File: config.mk
export PLATFORM = sky130hd
export DESIGN_NAME = opnd2_shifter
export DESIGN_NICKNAME = d
export VERILOG_FILES = /design/src/rtl/opnd2_pkg.sv /design/src/rtl/opnd2_rotr.sv /design/src/rtl/opnd2_amt_sel.sv /design/src/rtl/opnd2_shift_core.sv /design/src/rtl/opnd2_shifter.sv
export SDC_FILE = /design/constraint.sdc
export NUM_CORES = 1
export LEC_CHECK = 0
export BUFFER_PORTS_ARGS = -buffer_cell sky130_fd_sc_hd__buf_4
export CAP_MARGIN = 20
export CORE_MARGIN = 1.5
export CORE_UTILIZATION = 57
export CTS_BUF_LIST = sky130_fd_sc_hd__clkbuf_8 sky130_fd_sc_hd__clkbuf_16
export DETAILED_ROUTE_END_ITERATION = 6
export PLACE_DENSITY = 0.85
export SYNTH_ARGS = -nofsm -noshare
export SYNTH_HDL_FRONTEND = slang
export SYNTH_SLANG_ARGS = --single-unit
File: constraint.sdc
create_clock -name clk -period 1.1 [get_ports clk]
set_input_delay 0.055 -clock clk [delete_from_list [all_inputs] [get_ports clk]]
set_output_delay 0.055 -clock clk [all_outputs]
set_load 0.02 [all_outputs]
File: src/rtl/opnd2_pkg.sv
`timescale 1ns/1ps
package opnd2_pkg;

    typedef enum logic [1:0] {
        FORM_IMM = 2'd0,
        FORM_REG = 2'd1,
        FORM_SHI = 2'd2,
        FORM_SHR = 2'd3
    } form_e;

    typedef enum logic [2:0] {
        SH_LSL = 3'd0,
        SH_LSR = 3'd1,
        SH_ASR = 3'd2,
        SH_ROR = 3'd3,
        SH_RRX = 3'd4
    } shkind_e;

    // qualifiers of a shift amount beyond its low bits
    typedef struct packed {
        logic zero;       // whole amount is zero
        logic eq_full;    // amount equals the word width
        logic over_full;  // amount exceeds the word width
    } amt_flags_t;

endpackage

File: src/rtl/opnd2_rotr.sv
`timescale 1ns/1ps
module opnd2_rotr #(
    parameter int W = 32,
    localparam int SH_W = $clog2(W)
) (
    input  logic [W-1:0]    din,
    input  logic [SH_W-1:0] amt,
    output logic [W-1:0]    dout
);

    // logarithmic rotator: stage s rotates by 2**s when amt[s] is set
    logic [W-1:0] stage [0:SH_W];

    assign stage[0] = din;

    for (genvar s = 0; s < SH_W; s++) begin : g_stage
        localparam int STEP = 1 << s;
        assign stage[s+1] = amt[s] ? {stage[s][STEP-1:0], stage[s][W-1:STEP]}
                                   : stage[s];
    end

    assign dout = stage[SH_W];

endmodule

File: src/rtl/opnd2_amt_sel.sv
`timescale 1ns/1ps
module opnd2_amt_sel
    import opnd2_pkg::*;
#(
    parameter int DATA_W   = 32,
    parameter int RS_AMT_W = 8,
    localparam int SH_W    = $clog2(DATA_W)
) (
    input  logic                from_reg,
    input  logic [SH_W-1:0]     shamt_imm,
    input  logic [RS_AMT_W-1:0] rs_low,
    output logic [SH_W-1:0]     amt,
    output amt_flags_t          flags
);

    localparam logic [RS_AMT_W-1:0] FULL = RS_AMT_W'(DATA_W);

    always_comb begin
        if (from_reg) begin
            amt             = rs_low[SH_W-1:0];
            flags.zero      = (rs_low == '0);
            flags.eq_full   = (rs_low == FULL);
            flags.over_full = (rs_low > FULL);
        end else begin
            amt             = shamt_imm;
            flags.zero      = (shamt_imm == '0);
            flags.eq_full   = 1'b0;
            flags.over_full = 1'b0;
        end
    end

endmodule

File: src/rtl/opnd2_shift_core.sv
`timescale 1ns/1ps
module opnd2_shift_core
    import opnd2_pkg::*;
#(
    parameter int W = 32,
    localparam int SH_W = $clog2(W)
) (
    input  logic [W-1:0]    val,
    input  logic [2:0]      kind,
    input  logic [SH_W-1:0] amt,
    input  amt_flags_t      flags,
    input  logic            cin,
    output logic [W-1:0]    res,
    output logic            cout
);

    // widened by one bit so the last bit shifted out lands in a fixed slot
    logic [W:0]   lsl_w;
    logic [W:0]   lsr_w;
    logic [W:0]   asr_w;
    logic [W-1:0] ror_r;

    assign lsl_w = {1'b0, val} << amt;
    assign lsr_w = {val, 1'b0} >> amt;
    assign asr_w = $signed({val, 1'b0}) >>> amt;

    opnd2_rotr #(.W(W)) u_ror (
        .din  (val),
        .amt  (amt),
        .dout (ror_r)
    );

    always_comb begin
        res  = val;
        cout = cin;
        case (kind)
            SH_LSL: begin
                if (flags.zero) begin
                    res  = val;
                    cout = cin;
                end else if (flags.eq_full) begin
                    res  = '0;
                    cout = val[0];
                end else if (flags.over_full) begin
                    res  = '0;
                    cout = 1'b0;
                end else begin
                    res  = lsl_w[W-1:0];
                    cout = lsl_w[W];
                end
            end
            SH_LSR: begin
                if (flags.zero) begin
                    res  = val;
                    cout = cin;
                end else if (flags.eq_full) begin
                    res  = '0;
                    cout = val[W-1];
                end else if (flags.over_full) begin
                    res  = '0;
                    cout = 1'b0;
                end else begin
                    res  = lsr_w[W:1];
                    cout = lsr_w[0];
                end
            end
            SH_ASR: begin
                if (flags.zero) begin
                    res  = val;
                    cout = cin;
                end else if (flags.eq_full || flags.over_full) begin
                    res  = {W{val[W-1]}};
                    cout = val[W-1];
                end else begin
                    res  = asr_w[W:1];
                    cout = asr_w[0];
                end
            end
            SH_ROR: begin
                if (flags.zero) begin
                    res  = val;
                    cout = cin;
                end else if (amt == '0) begin
                    res  = val;
                    cout = val[W-1];
                end else begin
                    res  = ror_r;
                    cout = ror_r[W-1];
                end
            end
            SH_RRX: begin
                res  = {cin, val[W-1:1]};
                cout = val[0];
            end
            default: begin
                res  = val;
                cout = cin;
            end
        endcase
    end

endmodule

File: src/rtl/opnd2_shifter.sv
`timescale 1ns/1ps
module opnd2_shifter
    import opnd2_pkg::*;
#(
    parameter int DATA_W   = 32,
    parameter int IMM_W    = 8,
    parameter int RS_AMT_W = 8,
    localparam int SH_W    = $clog2(DATA_W)
) (
    input  logic              clk,
    input  logic              rst_n,
    input  logic              in_valid,
    input  logic [1:0]        form,
    input  logic [IMM_W-1:0]  imm,
    input  logic [SH_W-1:0]   rot,
    input  logic [2:0]        shift_type,
    input  logic [SH_W-1:0]   shamt_imm,
    input  logic [DATA_W-1:0] rm_val,
    input  logic [DATA_W-1:0] rs_val,
    input  logic              carry_in,
    output logic              out_valid,
    output logic [DATA_W-1:0] operand,
    output logic              carry_out
);

    typedef struct packed {
        logic              valid;
        logic [DATA_W-1:0] operand;
        logic              carry;
    } stage_t;

    stage_t st_d;
    stage_t st_q;

    logic [DATA_W-1:0] imm_ext;
    logic [DATA_W-1:0] imm_rot;
    logic [SH_W-1:0]   sh_amt;
    amt_flags_t        sh_flags;
    logic [DATA_W-1:0] sh_res;
    logic              sh_cout;
    logic              unused_rs_hi;

    assign imm_ext      = {{(DATA_W-IMM_W){1'b0}}, imm};
    assign unused_rs_hi = ^rs_val[DATA_W-1:RS_AMT_W];

    opnd2_rotr #(.W(DATA_W)) u_imm_rot (
        .din  (imm_ext),
        .amt  (rot),
        .dout (imm_rot)
    );

    opnd2_amt_sel #(
        .DATA_W   (DATA_W),
        .RS_AMT_W (RS_AMT_W)
    ) u_amt (
        .from_reg  (form == FORM_SHR),
        .shamt_imm (shamt_imm),
        .rs_low    (rs_val[RS_AMT_W-1:0]),
        .amt       (sh_amt),
        .flags     (sh_flags)
    );

    opnd2_shift_core #(.W(DATA_W)) u_core (
        .val   (rm_val),
        .kind  (shift_type),
        .amt   (sh_amt),
        .flags (sh_flags),
        .cin   (carry_in),
        .res   (sh_res),
        .cout  (sh_cout)
    );

    always_comb begin
        st_d       = st_q;
        st_d.valid = in_valid;
        if (in_valid) begin
            case (form)
                FORM_IMM: begin
                    st_d.operand = imm_rot;
                    st_d.carry   = (rot == '0) ? carry_in : imm_rot[DATA_W-1];
                end
                FORM_REG: begin
                    st_d.operand = rm_val;
                    st_d.carry   = carry_in;
                end
                default: begin
                    st_d.operand = sh_res;
                    st_d.carry   = sh_cout;
                end
            endcase
        end
    end

    always_ff @(posedge clk or negedge rst_n) begin
        if (!rst_n) begin
            st_q <= '0;
        end else begin
            st_q <= st_d;
        end
    end

    assign out_valid = st_q.valid;
    assign operand   = st_q.operand;
    assign carry_out = st_q.carry;

endmodule

==> results by group, run 1 <==
Run status
  – Status: did not finish
  – Halt Stage: global routing (5_1_grt)
  – Error message: [ERROR GRT-0116] Global routing finished with congestion. Check the congestion regions in the DRC Viewer.

Placed design
  – Port buffer count: 100
  – Dpl hpwl: around 43000 um
  – Routability-driven placement congestion ratio: 1.38
  – Dpl cell area: about 13000 sq um

Synth
  – Post-synth top area share: 0.0934
  – Total of flip-flops plus latches after synthesis: 34
  – Post-synthesis sequential area ratio: 0.0934
  – Top FF cell, synth: dfrtp_1
  – Top cells by count, synth: nand2_1, o21ai_0, nor2_1
  – Leading area contributor after synthesis: dfrtp_1
  – Syn Area/Cell: approximately 7 sq um
  – EDFF count, synth: 0
  – Synth Warn #: 0
  – Post-synth cell types: 87
  – FFs w/ async S/R, synth: 1.00
  – Most common cell in the netlist: nand2_1
  – Mapped Area: 9110 sq um
  – Top post-synthesis cells by area: dfrtp_1, mux2i_1, nand2_1
  – Synth Instances: 1338
  – Syn nets: 1429

CTS
  – H-tree levels: 2
  – Longest Clk Path Bufs: 2
  – Root Driver: clkbuf_16
  – CTS Sinks: 34
  – Total CTS buffers: 5

Floorplan
  – Io pins: 125
  – Die height: 129 um
  – Die X: ~130 um
  – Initial Util: 0.578
  – Row cnt: 46

Global route
  – First-pass GRT wire length: 120000 um
  – Vias in the first global route: just under 20000
  – Total gr overflow: just over 900
  – GRT Total Usage: 0.938
  – Largest net degree at the start of global routing: 50
==> what timing repair did <==
item / CTS
pin swaps: 46
gates cloned: 4
buffers inserted: 24
resized for setup: 171
hold buffers: 1
endpoints found under the setup margin: 33
endpoints found under the hold margin: 34
==> per-stage QoR <==
step	hold WS (ns)	worst slack [ns]	utilization	cells
after floorplan	-0.241	-1.22	-	1338
after CTS	0.160	-1.09	0.921	2022
after detailed placement	0.0316	-1.71	0.849	1985
after global placement	0.0289	-1.60	0.849	1985
==> metal layers <==
layer | GRT overflow | track usage
met1 | 35 | 0.879
met2 | 589 | 1.14
met3 | 30 | 0.749
met4 | 266 | 1.05
met5 | 6 | 0.532
==> kinds of logic after synthesis <==
family          synth area share
compound gates             0.405
buf+inv                   0.0814
flops                     0.0934
mux                        0.181
simple gates               0.239
==> run 2, diff against run 1 <==
CORE_UTILIZATION = 40   (was 57)
CTS_BUF_LIST = unset   (was sky130_fd_sc_hd__clkbuf_8 sky130_fd_sc_hd__clkbuf_16)
PLACE_DENSITY = unset   (was 0.85)
PLACE_DENSITY_LB_ADDON = 0.15   (was unset)
==> run 2 against run 1 <==
Compared with the run above: the flow now finishes, with violations (design-rule violations, negative setup slack); area after synthesis unchanged; synthesized cell count stayed put.
==> results by group, run 2 <==
Global route
  – Largest net degree at the start of global routing: 35
  – GRT Total Usage: 0.544
  – Initial antenna violation count: 3
  – Vias in the first global route: roughly 15000
  – Total gr overflow: 0
  – First-pass GRT wire length: between 90000 and 100000 um

Detailed routing
  – DR vias: between 15000 and 20000
  – Post-DR wirelength/cell: about 32 um
  – Router iterations before antenna repair: 7
  – Final wirelength: 70200 um
  – # DRC: 21
  – DR iter-0 viols: 2858
  – DRT antenna net count: 0
  – Routed vias/inst: roughly 7.3

Power
  – Clock Power Share: 0.101
  – Reg power frac: 0.108
  – Leakage power: between 7 and 8 nW
  – Power Total: between 0.01 and 0.015 W
  – VDD IR-drop max: 0.634 mV
  – P_int: approximately 0.0074 W
  – Logic gate share of total power: 0.790
  – Net Sw Frac: 0.487
  – Switch Pwr: 0.00707 W
  – Cell area power density: 858 nW/um^2

Floorplan
  – Row cnt: 55
  – Die height: between 150 and 200 um
  – Die X: between 150 and 200 um
  – Io pins: 125
  – Die area: around 24000 sq um
  – Core Box Area: around 23000 sq um
  – Initial Util: 0.405

Worst setup path
  – Worst path most repeated cell: buf_12
  – Delay-heaviest family, CP: buffers and inverters
  – Crit path DAT: ~2.7 ns
  – CP max stage delay: roughly 0.36 ns
  – CP Class: input pin to register
  – WP data required: ~1.3 ns
  – Worst setup SP type: input pin
  – Reg2reg setup slack: -0.01 ns
  – Critical path's slowest cell: mux2i_1
  – CP endpoint kind: register
  – Critical path buffers and inverters: 6
  – Cells along the critical path: buf_12, a21boi_4, buf_12, nor2_8, buf_12, buf_12, mux2i_1, mux4_2, a221oi_2, a221oi_2, nor3_1, buf_4, nor4_4, buf_4, o21ai_1
  – Max FO, Critical Path: 6

Synth
  – Synth Warn #: 0
  – Post-synth cell types: between 80 and 90
  – Syn Area/Cell: about 6.8 sq um
  – Leading area contributor after synthesis: dfrtp_1
  – Most common cell in the netlist: nand2_1
  – Total of flip-flops plus latches after synthesis: 34
  – FFs w/ async S/R, synth: 1.00
  – Mapped Area: 9110 sq um
  – Syn nets: about 1400
  – Top cells by count, synth: nand2_1, o21ai_0, nor2_1
  – Post-synthesis sequential area ratio: 0.0934
  – Top FF cell, synth: dfrtp_1
  – Top post-synthesis cells by area: dfrtp_1, mux2i_1, nand2_1
  – Synth Instances: around 1300
  – EDFF count, synth: 0
  – Post-synth top area share: 0.0934

CTS
  – Root Driver: clkbuf_16
  – Total CTS buffers: 5
  – Clock latency on the worst-skew pair: 0.28 ns
  – Longest Clk Path Bufs: 2
  – Clk pin slew, worst setup/hold paths: 0.06 ns
  – CTS Sinks: 34
  – H-tree levels: 2
  – CTS tree: done

Placed design
  – Dpl cell area: 13900 sq um
  – Port buffer count: 100
  – Routability-driven placement congestion ratio: 1.12
  – Placement Setup Slack: -1.78 ns
  – Dpl hpwl: 49600 um

STA
  – Fin worst setup slack: -1.43 ns
  – Final setup violation count: 33
  – Period utilization: 2.30
  – Max Transition Viols Final: 0
  – Min Tclk post-route: approximately 2.5 ns
  – Clock Skew: 0 ns
  – Slew Limit Headroom: 0.536
  – Unrepaired setup endpoints after global routing: true
  – Max Fclk: 0.395 GHz
  – Final Hold Viols: 0
  – Worst-margin pin slew: 0.689 ns

Final layout
  – Max FFs per register: 32
  – Most common cell after layout, fill and taps aside: buf_4
  – Commonest cells after routing, fill and taps aside: buf_4, nand2_1, o21ai_0
  – Final Cell Area: between 15000 and 20000 sq um
  – Layout cells sized above 1: 0.547
  – Area growth syn-to-layout: 85.6%
  – Final #Nets: between 1500 and 2000

Hold path
  – Hold Path Class: input pin to register

Run status
  – Failing checks: design-rule violations, negative setup slack
  – Status: complete, but fails checks

Flow run
  – Max_cap viols: 0
## run 2: path summary, 6_finish.rpt
kind                                      endpoint  cells past startpoint                    start
setup reg to reg            operand[7]$_DFFE_PN0P_                      4   operand[7]$_DFFE_PN0P_
setup / recovery           operand[25]$_DFFE_PN0P_                     15             shamt_imm[1]
max in group asynchronous   operand[7]$_DFFE_PN0P_                      2                    rst_n
min in group asynchronous      out_valid$_DFF_PN0_                      2                    rst_n
hold / removal               carry_out$_DFFE_PN0P_                      3                 carry_in
hold reg to reg            operand[25]$_DFFE_PN0P_                      2  operand[25]$_DFFE_PN0P_
## run 2: through the flow
stage	std cells	TNS, ns	hold slack (ns)	utilization
after floorplan	1338	-34.59	-0.241	-
after global placement	2100	-49.36	0.0417	0.618
after detailed placement	2100	-50.69	0.0356	0.618
after CTS	2153	-32.87	0.124	0.703
after global routing	2182	-39.54	0.137	0.752
final	2183	-39.03	0.133	0.752
## run 2: final cells by class
type,count,area [sq um]
multi-input combinational,1149,9480
timing repair buffer,699,6060
fill,1639,5580
sequential,34,851
tap,285,357
clock buffer,7,143
inverter,7,26.3
clock inverter,1,5.00
antenna,1,2.50
## run 2: logic make-up after synthesis
kind of cell | synth area share
AOI/OAI and AO/OA | 0.405
DFF | 0.0934
buffers and inverters | 0.0814
muxes | 0.181
and+or+nand+nor | 0.239
## run 2: power groups by stage
| stage | clock network, W | logic [W] | registers, W |
|---|---|---|---|
| 2_1_floorplan | 0 | 0.00388 | 0.00177 |
| 3_3_place_gp | 0 | 0.00843 | 0.00158 |
| 3_5_place_dp | 0 | 0.00847 | 0.00158 |
| 4_1_cts | 0.00145 | 0.00976 | 0.00156 |
| 5_1_grt | 0.00153 | 0.0116 | 0.00158 |
| 6_report | 0.00147 | 0.0115 | 0.00157 |
## run 2: tightest hold or removal path, delay by kind of cell
| kind | cells | cell delay (ns) |
|---|---|---|
| AOI/OAI and AO/OA | 2 | 0.21 |
| buffers and inverters | 1 | 0.11 |
## run 2: per-layer routing
layer | GRT usage | up-vias | share of wire
li1 | - | 6306 | -
met1 | 0.659 | 7285 | 0.34
met2 | 0.802 | 1720 | 0.40
met3 | 0.160 | 637 | 0.15
met4 | 0.438 | 2 | 0.11
met5 | 0 | - | 0.00016
## run 2: what timing repair did
action                                 4_1_cts  5_1_grt
gates cloned                                 6        2
resized for setup                          279      178
hold buffers                                 1        0
setup endpoints to repair                   33       33
endpoints found under the hold margin       34        0
pin swaps                                   74       95
setup buffers                               45       39
No activity file was read; power rests on OpenSTA's default activity.
==> run 3, diff against run 2 <==
PLACE_DENSITY = 0.64   (was unset)
PLACE_DENSITY_LB_ADDON = unset   (was 0.15)
==> run 3 against run 2 <==
Compared with the run above: the run still ends with design-rule violations, negative setup slack left; design area shrank 7.7%; total power shrank 7.6%; largest cell class unchanged; via count shrank 4.9%; global-route usage shrank 2.8 points; largest power group unchanged; final cell count shrank 1.1%; worst hold slack lost 0.014 ns; combinational power shrank 11%; core utilization shrank 5.8 points; worst setup slack gained 0.16 ns; critical path depth shrank 1.
==> results by group, run 3 (same netlist as run 2, synthesis figures left out) <==
STA
  – Final setup violation count: 33
  – Min Tclk post-route: approximately 2.4 ns
  – Worst-margin pin slew: between 0.7 and 0.8 ns
  – Clock Skew: 0 ns
  – Final Hold Viols: 0
  – Max Transition Viols Final: 0
  – Fin worst setup slack: -1.27 ns
  – Slew Limit Headroom: 0.512
  – Period utilization: 2.16
  – Max Fclk: about 0.42 GHz
  – Unrepaired setup endpoints after global routing: true
  – Final hold slack: 0.119 ns

Worst setup path
  – RR Endpoint: operand[7]$_DFFE_PN0P_
  – Crit Reg-Reg Startpoint: operand[7]$_DFFE_PN0P_
  – Max FO, Critical Path: 8
  – Crit path DAT: approximately 2.6 ns
  – Worst setup SP type: input pin
  – Reg2reg setup slack: 0.01 ns
  – WP data required: ~1.3 ns
  – Critical path buffers and inverters: 6
  – Cells along the critical path: buf_12, buf_6, a21boi_4, buf_12, nor2_8, buf_12, mux2_4, a222oi_1, buf_4, mux2i_4, buf_6, o2bb2ai_2, and3_1, o21a_1
  – CP Class: input pin to register
  – Worst r2r path cells: 4
  – Delay-heaviest family, CP: compound AO/OA/AOI/OAI gates
  – CP max stage delay: 0.65 ns
  – Critical path's slowest cell: a222oi_1
  – Worst path most repeated cell: buf_12
  – CP endpoint kind: register

Detailed routing
  – DR vias: between 15000 and 20000
  – DRT antenna net count: 0
  – Routed vias/inst: around 7
  – # DRC: 5
  – Final wirelength: 63700 um
  – Router iterations before antenna repair: 7
  – DR iter-0 viols: 2438
  – Post-DR wirelength/cell: 29.5 um

Final layout
  – # fillers: about 1900
  – Util after Layout: 0.694
  – Most common cell after layout, fill and taps aside: buf_4
  – Final Cell Area: 15600 sq um
  – Layout cells sized above 1: 0.497
  – Commonest cells after routing, fill and taps aside: buf_4, nand2_1, o21ai_0
  – Max FFs per register: 32
  – Area growth syn-to-layout: 71.4%
  – Final #Nets: 1963

Floorplan
  – Initial Util: 0.405
  – Io pins: around 130
  – Row cnt: 55
  – Die area: roughly 24000 sq um
  – Core Box Area: around 23000 sq um
  – Die height: 154 um
  – Die X: ~150 um

Power
  – Clock Power Share: 0.124
  – Leakage power: about 6.7 nW
  – Reg power frac: 0.117
  – Net Sw Frac: 0.472
  – Cell area power density: between 800 and 900 nW/um^2
  – VDD IR-drop max: 0.680 mV
  – Logic gate share of total power: 0.759
  – Switch Pwr: 0.00632 W
  – P_int: around 0.007 W

Hold path
  – Hold Path Class: input pin to register
  – Hold Path Stages: 3
  – Hold endpoint: carry_out$_DFFE_PN0P_
  – HP Start: carry_in

Global route
  – Initial antenna violation count: 1
  – GRT Total Usage: 0.517
  – Largest net degree at the start of global routing: 50
  – Total gr overflow: 0
  – Vias in the first global route: 14300
  – First-pass GRT wire length: ~91000 um

Placed design
  – Port buffer count: 100
  – Routability-driven placement congestion ratio: 1.17
  – Dpl hpwl: around 50000 um
  – Dpl cell area: around 14000 sq um

Flow run
  – Max_cap viols: 0

CTS
  – Total CTS buffers: 5
  – CTS Sinks: 34
  – Clock latency on the worst-skew pair: 0.28 ns
  – CTS tree: done
  – Root Driver: clkbuf_16
  – Clk pin slew, worst setup/hold paths: 0.06 ns
  – H-tree levels: 2
  – Longest Clk Path Bufs: 2

Run status
  – Failing checks: design-rule violations, negative setup slack
  – Status: complete, but fails checks
==> run 3: cell types whose count changed in the layout (fill, tap and decap cells not counted), sizes merged <==
cell	previous run	this run
bufinv	0	1
buf	695	673
bufbuf	1	0
nor2	116	115
clkinv	2	1
==> run 3: area by class of cell <==
| class | count | area (sq um) | area share |
|---|---|---|---|
| diodes | 1 | 2.50 | 0.000160 |
| clock buffers | 7 | 133 | 0.00849 |
| clock inverters | 1 | 30.0 | 0.00192 |
| inverters | 7 | 26.3 | 0.00168 |
| multi-input cells | 1148 | 8710 | 0.557 |
| flip-flops and latches | 34 | 851 | 0.0545 |
| well taps | 285 | 357 | 0.0228 |
| repair buffers | 676 | 5510 | 0.353 |
==> run 3: metal layers <==
| layer | share of wire | GRT usage |
|---|---|---|
| met1 | 0.36 | 0.644 |
| met3 | 0.13 | 0.121 |
| met2 | 0.41 | 0.771 |
| met5 | 0 | 0 |
| met4 | 0.096 | 0.397 |
==> run 3: timing repair <==
item,in CTS,in global routing
setup buffers,16,16
gates resized for setup,138,89
setup endpoints to repair,33,33
hold buffers,1,0
hold endpoints to repair,34,0
pin swaps,32,41
gates cloned,0,2
==> run 3: worst max-delay path by stage <==
stage,endpoint,startpoint,depth (start not counted),slack (ns)
6_report,operand[15]$_DFFE_PN0P_,form[0],14,-1.27
2_1_floorplan,operand[10]$_DFFE_PN0P_,form[1],12,-1.22
3_5_place_dp,operand[5]$_DFFE_PN0P_,form[0],13,-1.77
3_3_place_gp,operand[5]$_DFFE_PN0P_,form[0],13,-1.78
4_1_cts,operand[31]$_DFFE_PN0P_,form[0],13,-1.18
5_1_grt,operand[31]$_DFFE_PN0P_,form[0],13,-1.26
==> run 3: worst min-delay path: cells and delay by family <==
| kind | cells | cell delay, ns |
|---|---|---|
| buffers and inverters | 1 | 0.11 |
| AOI/OAI and AO/OA | 2 | 0.20 |
==> run 3: power by group through the flow <==
| stage | combinational, W | clock [W] | sequential [W] |
|---|---|---|---|
| global placement | 0.00851 | 0 | 0.00157 |
| finish | 0.0102 | 0.00166 | 0.00157 |
| floorplan | 0.00388 | 0 | 0.00177 |
| global route | 0.0104 | 0.00169 | 0.00158 |
| CTS | 0.00918 | 0.00166 | 0.00156 |
| detailed placement | 0.00856 | 0 | 0.00158 |
==> run 3: per-stage QoR <==
stage | instances | worst slack [ns] | total power, W | TNS [ns]
2_1_floorplan | 1338 | -1.22 | 0.00565 | -34.59
3_3_place_gp | 2117 | -1.78 | 0.0101 | -49.52
3_5_place_dp | 2117 | -1.77 | 0.0101 | -50.05
4_1_cts | 2142 | -1.18 | 0.0124 | -34.54
5_1_grt | 2158 | -1.26 | 0.0137 | -38.50
6_report | 2159 | -1.27 | 0.0134 | -36.92
